<file path="src/rtl/dma_qual_pkg.sv">
package dma_qual_pkg;
  // attribute slots in the packed write-strobe arrays
  localparam int ATTR_EN   = 0;
  localparam int ATTR_PRI  = 1;
  localparam int ATTR_ALT  = 2;
  localparam int ATTR_BO   = 3;
  localparam int ATTR_MSK  = 4;
  localparam int NUM_ATTR  = 5;
endpackage

</file>
<file path="src/rtl/dma_attr_bank.sv">
// One attribute vector with set/clear strobes plus a hardware clear source.
module dma_attr_bank #(
  parameter int NCH = 8
) (
  input  logic           clk,
  input  logic           rst_n,
  input  logic [NCH-1:0] set_i,
  input  logic [NCH-1:0] clr_i,
  input  logic [NCH-1:0] hw_clr_i,
  output logic [NCH-1:0] q_o
);
  logic [NCH-1:0] q_r;
  logic [NCH-1:0] q_nxt;
  logic           upd;

  always_comb begin
    upd   = |(set_i | clr_i | hw_clr_i);
    // clear dominates set on the same bit
    q_nxt = (q_r | set_i) & ~(clr_i | hw_clr_i);
  end

  always_ff @(posedge clk or negedge rst_n) begin
    if (!rst_n) begin
      q_r <= '0;
    end else if (upd) begin
      q_r <= q_nxt;
    end
  end

  assign q_o = q_r;
endmodule

</file>
<file path="src/rtl/dma_elig.sv">
// Per-channel request qualification.
module dma_elig #(
  parameter int NCH = 8
) (
  input  logic [NCH-1:0] en_i,
  input  logic [NCH-1:0] msk_i,
  input  logic [NCH-1:0] bo_i,
  input  logic [NCH-1:0] sreq_i,
  input  logic [NCH-1:0] breq_i,
  output logic [NCH-1:0] elig_o,
  output logic [NCH-1:0] bq_o
);
  for (genvar c = 0; c < NCH; c++) begin : g_ch
    logic live;
    logic qreq;
    always_comb begin
      live      = en_i[c] & ~msk_i[c];
      // burst-only channels drop single requests
      qreq      = breq_i[c] | (sreq_i[c] & ~bo_i[c]);
      elig_o[c] = live & qreq;
      bq_o[c]   = breq_i[c];
    end
  end
endmodule

</file>
<file path="src/rtl/dma_pick.sv">
// Two-class fixed-priority pick: high class first, lowest number within class.
module dma_pick #(
  parameter int NCH  = 8,
  localparam int IDXW = (NCH > 1) ? $clog2(NCH) : 1
) (
  input  logic [NCH-1:0]  elig_i,
  input  logic [NCH-1:0]  pri_i,
  output logic            found_o,
  output logic [IDXW-1:0] idx_o
);
  logic [NCH-1:0]  hi_v;
  logic [NCH-1:0]  lo_v;
  logic [IDXW-1:0] hi_idx;
  logic [IDXW-1:0] lo_idx;

  always_comb begin
    hi_v = elig_i & pri_i;
    lo_v = elig_i & ~pri_i;
  end

  // scan downward so the lowest set bit is the last one written
  always_comb begin
    hi_idx = '0;
    lo_idx = '0;
    for (int i = NCH - 1; i >= 0; i--) begin
      if (hi_v[i]) hi_idx = IDXW'(i);
      if (lo_v[i]) lo_idx = IDXW'(i);
    end
  end

  always_comb begin
    found_o = |elig_i;
    idx_o   = (|hi_v) ? hi_idx : lo_idx;
  end
endmodule

</file>
<file path="src/rtl/dma_req_qual.sv">
module dma_req_qual
  import dma_qual_pkg::*;
#(
  parameter int NCH  = 8,
  localparam int IDXW = (NCH > 1) ? $clog2(NCH) : 1
) (
  input  logic            clk,
  input  logic            rst_n,
  input  logic [NCH-1:0]  en_set,
  input  logic [NCH-1:0]  en_clr,
  input  logic [NCH-1:0]  pri_set,
  input  logic [NCH-1:0]  pri_clr,
  input  logic [NCH-1:0]  alt_set,
  input  logic [NCH-1:0]  alt_clr,
  input  logic [NCH-1:0]  bo_set,
  input  logic [NCH-1:0]  bo_clr,
  input  logic [NCH-1:0]  msk_set,
  input  logic [NCH-1:0]  msk_clr,
  input  logic [NCH-1:0]  sreq,
  input  logic [NCH-1:0]  breq,
  input  logic [NCH-1:0]  xfer_done,
  input  logic            unit_ack,
  output logic [NCH-1:0]  en_q,
  output logic [NCH-1:0]  pri_q,
  output logic [NCH-1:0]  alt_q,
  output logic [NCH-1:0]  bo_q,
  output logic [NCH-1:0]  msk_q,
  output logic            gnt_valid,
  output logic [IDXW-1:0] gnt_idx,
  output logic            gnt_burst
);
  logic [NUM_ATTR-1:0][NCH-1:0] set_a;
  logic [NUM_ATTR-1:0][NCH-1:0] clr_a;
  logic [NUM_ATTR-1:0][NCH-1:0] hw_a;
  logic [NUM_ATTR-1:0][NCH-1:0] q_a;

  always_comb begin
    set_a = '0;
    clr_a = '0;
    hw_a  = '0;
    set_a[ATTR_EN]  = en_set;   clr_a[ATTR_EN]  = en_clr;
    set_a[ATTR_PRI] = pri_set;  clr_a[ATTR_PRI] = pri_clr;
    set_a[ATTR_ALT] = alt_set;  clr_a[ATTR_ALT] = alt_clr;
    set_a[ATTR_BO]  = bo_set;   clr_a[ATTR_BO]  = bo_clr;
    set_a[ATTR_MSK] = msk_set;  clr_a[ATTR_MSK] = msk_clr;
    // engine completion retires the channel
    hw_a[ATTR_EN]   = xfer_done;
  end

  for (genvar a = 0; a < NUM_ATTR; a++) begin : g_attr
    dma_attr_bank #(.NCH(NCH)) u_bank (
      .clk      (clk),
      .rst_n    (rst_n),
      .set_i    (set_a[a]),
      .clr_i    (clr_a[a]),
      .hw_clr_i (hw_a[a]),
      .q_o      (q_a[a])
    );
  end

  assign en_q  = q_a[ATTR_EN];
  assign pri_q = q_a[ATTR_PRI];
  assign alt_q = q_a[ATTR_ALT];
  assign bo_q  = q_a[ATTR_BO];
  assign msk_q = q_a[ATTR_MSK];

  logic [NCH-1:0] elig_vec;
  logic [NCH-1:0] bq_vec;

  dma_elig #(.NCH(NCH)) u_elig (
    .en_i   (en_q),
    .msk_i  (msk_q),
    .bo_i   (bo_q),
    .sreq_i (sreq),
    .breq_i (breq),
    .elig_o (elig_vec),
    .bq_o   (bq_vec)
  );

  logic            win_found;
  logic [IDXW-1:0] win_idx;

  dma_pick #(.NCH(NCH)) u_pick (
    .elig_i  (elig_vec),
    .pri_i   (pri_q),
    .found_o (win_found),
    .idx_o   (win_idx)
  );

  // grant register: next-state and register processes
  logic            gv_r, gv_nxt;
  logic [IDXW-1:0] gi_r, gi_nxt;
  logic            gb_r, gb_nxt;
  logic            rearb;

  always_comb begin
    rearb  = ~gv_r | unit_ack;
    gv_nxt = win_found;
    gi_nxt = win_found ? win_idx : gi_r;
    gb_nxt = win_found & bq_vec[win_idx];
  end

  always_ff @(posedge clk or negedge rst_n) begin
    if (!rst_n) begin
      gv_r <= 1'b0;
      gi_r <= '0;
      gb_r <= 1'b0;
    end else if (rearb) begin
      gv_r <= gv_nxt;
      gi_r <= gi_nxt;
      gb_r <= gb_nxt;
    end
  end

  assign gnt_valid = gv_r;
  assign gnt_idx   = gi_r;
  assign gnt_burst = gb_r;
endmodule

</file>
<file path="config.mk">
export PLATFORM = sky130hd
export DESIGN_NAME = dma_req_qual
export DESIGN_NICKNAME = d
export VERILOG_FILES = /design/src/rtl/dma_qual_pkg.sv /design/src/rtl/dma_attr_bank.sv /design/src/rtl/dma_elig.sv /design/src/rtl/dma_pick.sv /design/src/rtl/dma_req_qual.sv
export SDC_FILE = /design/constraint.sdc
export NUM_CORES = 1
export LEC_CHECK = 0
export BUFFER_PORTS_ARGS = -buffer_cell sky130_fd_sc_hd__buf_4
export CORE_ASPECT_RATIO = 0.6
export CORE_MARGIN = 4
export CORE_UTILIZATION = 43
export DETAILED_ROUTE_END_ITERATION = 12
export GPL_TIMING_DRIVEN = 0
export MAX_ROUTING_LAYER = met4
export PLACE_DENSITY = 0.95
export SYNTH_ARGS = -nofsm -noshare
export SYNTH_HDL_FRONTEND = slang
export SYNTH_SLANG_ARGS = --single-unit
</file>
<file path="constraint.sdc">
create_clock -name clk -period 4.78 [get_ports clk]
set_clock_uncertainty 0.2 [all_clocks]
set_input_delay 0.239 -clock clk [delete_from_list [all_inputs] [get_ports clk]]
set_output_delay 0.239 -clock clk [all_outputs]
set_load 0.005 [all_outputs]
</file>
==> results.txt <==
Cell Area, Synth: 2020 µm²
Slowest-stage cell, CP: o21ai_0
critical path's largest stage delay: 0.63 ns
setup tns final: 0 ns
routed via count: 3008
Cell Chain, Critical Path: nor2b_1 -> o21ai_1 -> o21ai_0 -> nor3_4 -> o211ai_1 -> o211ai_2 -> a22oi_4 -> mux2i_1 -> o22ai_1 -> a221o_1
P_int: 713 µW
required time of the critical path: 4.77 ns
die height: 61.1 µm
clk_lat worst skew: 0.31 ns
count of different cell masters after synthesis: 32
antenna cells: 0
Psw: 306 µW
cell row count: 18
unrepaired setup endpoints after global routing: no
status: finished, final reports clean
Yosys reg bits: 45
vias in the first global route: 3218
f_max: 0.297 GHz
Synth top cells by count: 79 x nor2_1, 45 x dfrtp_1, 15 x nor2b_1, 11 x nor3_1, 9 x inv_1
EDFF count, synth: 0
switching fraction of total power: 30.0%
critical path type: flip-flop to flip-flop
I/O pin count: 152
CORE AREA: 4300 µm²
CP Max Fanout: 6
Seq pwr share: 44.1%
layout cells sized above 1: 36.4%
Net Count, Synth: 321
cell count after synthesis: 214
Tmin final: 3.37 ns
initial antenna violation count: 0
Final Cycle Share: 70.5%
Synthesis Warnings: 0
clk sinks: 45
chip width: 96.4 µm
Hold Fails Final Rpt: 0
top cells by area, synth: dfrtp_1 56%, nor2_1 15%, nor2b_1 4.6%, nor3_1 2.7%, o211ai_1 2.2%
CTS root buf: clkbuf_8
CP Launch Type: flip-flop
antenna-violating nets left: 0
sequential share of the synthesized area: 55.8%
leakage power: 0.00215 µW
initial DRC count: 368
input/output buffers: 151
final slew viol count: 0
Detailed Route WL: 11800 µm
# H-tree levels: 2
Hold Crit Class: input pin to flip-flop
clock transition at the registers of the reported paths: 0.09 ns
max-capacitance violation count: 0
clock share of power: 25.0%
Synth area leader: dfrtp_1
# DRC: 0
Worst-Margin Slew: 0.725 ns
HPWL Detailed: 5560 µm
WP data arrival: 3.36 ns
Remaining Overflow, GRT: 0
first-pass GRT wire length: 17700 µm
cts repair resizes: 0
number of detailed-route iterations in the first pass: 7
gp weighted congestion: 0.918
WL/cell: 23.1 µm
top_reg_cell synth: dfrtp_1
largest net degree at the start of global routing: 46
proportion of netlist area held by the largest area contributor: 55.8%
VDD IR max: 0.188 mV
gr usage total: 42.8%
crit end category: flip-flop
asr flop ratio synth: 100%
nets@finish: 560
Setup violations, final: 0
hold slack: 0.0401 ns
slew margin rel.: 51.1%
Logic pwr share: 30.9%
CTS tree: built
vias per cell: 5.86
Area Overhead vs Synth: 104%
most common cell in the netlist: nor2_1
CTS max path bufs: 2
syn_area_per_cell: 9.43 µm²
full die area: 5890 µm²
PD cells: 247 nW/µm²
Starting Density: 46.9%
CTS Buf Count: 5
Filler cells: 101
-- path summary, 6_finish.rpt --
check | start | to | slack [ns] | cells after the start
worst max-delay path | g_attr[4].u_bank.q_o[2] | gnt_burst | 1.41 | 10
worst min-delay path | unit_ack | gnt_valid | 0.04 | 3
worst max register to register | g_attr[4].u_bank.q_o[2] | gnt_burst | 1.41 | 10
worst min register to register | gnt_idx[1] | gnt_idx[1] | 0.34 | 2
max in group asynchronous | rst_n | g_attr[4].u_bank.q_o[0] | 3.69 | 2
min in group asynchronous | rst_n | g_attr[4].u_bank.q_o[2] | 0.30 | 2
-- state kept, by name, summed over array words and instances (netlist names) --
signal             cells
g_attr.u_bank.q_o     40
gnt_idx                3
gnt_valid              1
gnt_burst              1
-- power groups by stage --
| stage | Sequential, µW | Combinational [µW] | Clock (µW) |
|---|---|---|---|
| floorplan | 446 | 75.9 | 0 |
| global placement | 446 | 217 | 0 |
| detailed placement | 448 | 225 | 0 |
| CTS | 441 | 282 | 239 |
| global route | 451 | 328 | 262 |
| finish | 449 | 315 | 255 |
-- final cells by class --
type	instances	area, µm²	area share, %
clock buffer	7	86.3	2.09
inverter	9	33.8	0.819
multi-input combinational	160	858	20.8
sequential	45	1130	27.3
tap	60	75.1	1.82
timing repair buffer	232	1940	47.1
-- layer usage --
| metal | part of all wire [%] | wire, µm | up-vias | global-route usage, % |
|---|---|---|---|---|
| met1 | 34 | 4000 | 1416 | 46.0 |
| met2 | 47 | 5570 | 310 | 73.5 |
| met5 | 0 | 0 | - | - |
| met3 | 13 | 1510 | 90 | 11.7 |
| met4 | 6.4 | 762 | 0 | 23.0 |
| li1 | - | - | 1192 | - |
-- worst max-delay path: cells and delay by family (launching register included) --
kind | cells | cell delay, ns
DFF | 1 | 0.43
and+or+nand+nor | 2 | 0.32
AOI/OAI and AO/OA | 7 | 2.02
muxes | 1 | 0.28
-- through the flow --
step           worst slack (ns)  std cells  cell area (µm²)  power (µW)  util, %
6_report                   1.41        513             4120        1020     95.9
5_1_grt                    1.44        513             4120        1040     95.9
4_1_cts                    1.86        513             4120         962     95.9
3_5_place_dp               1.87        425             3230         673     75.0
3_3_place_gp               1.98        425             3230         662     75.0
2_1_floorplan              2.26        214             2020         522        -
-- cell families (layout without fill, tap and decap cells) --
logic type	after synthesis	after routing	share of synthesized area [%]
multiplexers	5	5	2.54
AND/OR/NAND/NOR	121	121	26.7
flip-flops	45	45	55.8
XOR/XNOR	1	1	0.434
AO/OA/AOI/OAI	33	33	12.9
buffers and inverters	9	248	1.67
-- what timing repair did --
item,in CTS,in global routing
buffers inserted,0,0
hold endpoints to repair,85,0
hold buffers,81,0
-- placed cells by master (no fill, tap or decap), types with 2 or more instances in the layout --
cell	n
nand3_1	2
o22ai_1	3
nand2_1	6
mux2i_1	4
inv_1	9
clkbuf_8	6
nand2b_1	2
o21ai_0	8
a21oi_1	2
nor3_1	11
o21ai_1	3
o211ai_1	6
or2_2	2
nor2b_1	15
nor2_1	79
dlygate4sd3_1	81
buf_4	151
dfrtp_1	45
No activity file was read; power rests on OpenSTA's default activity.
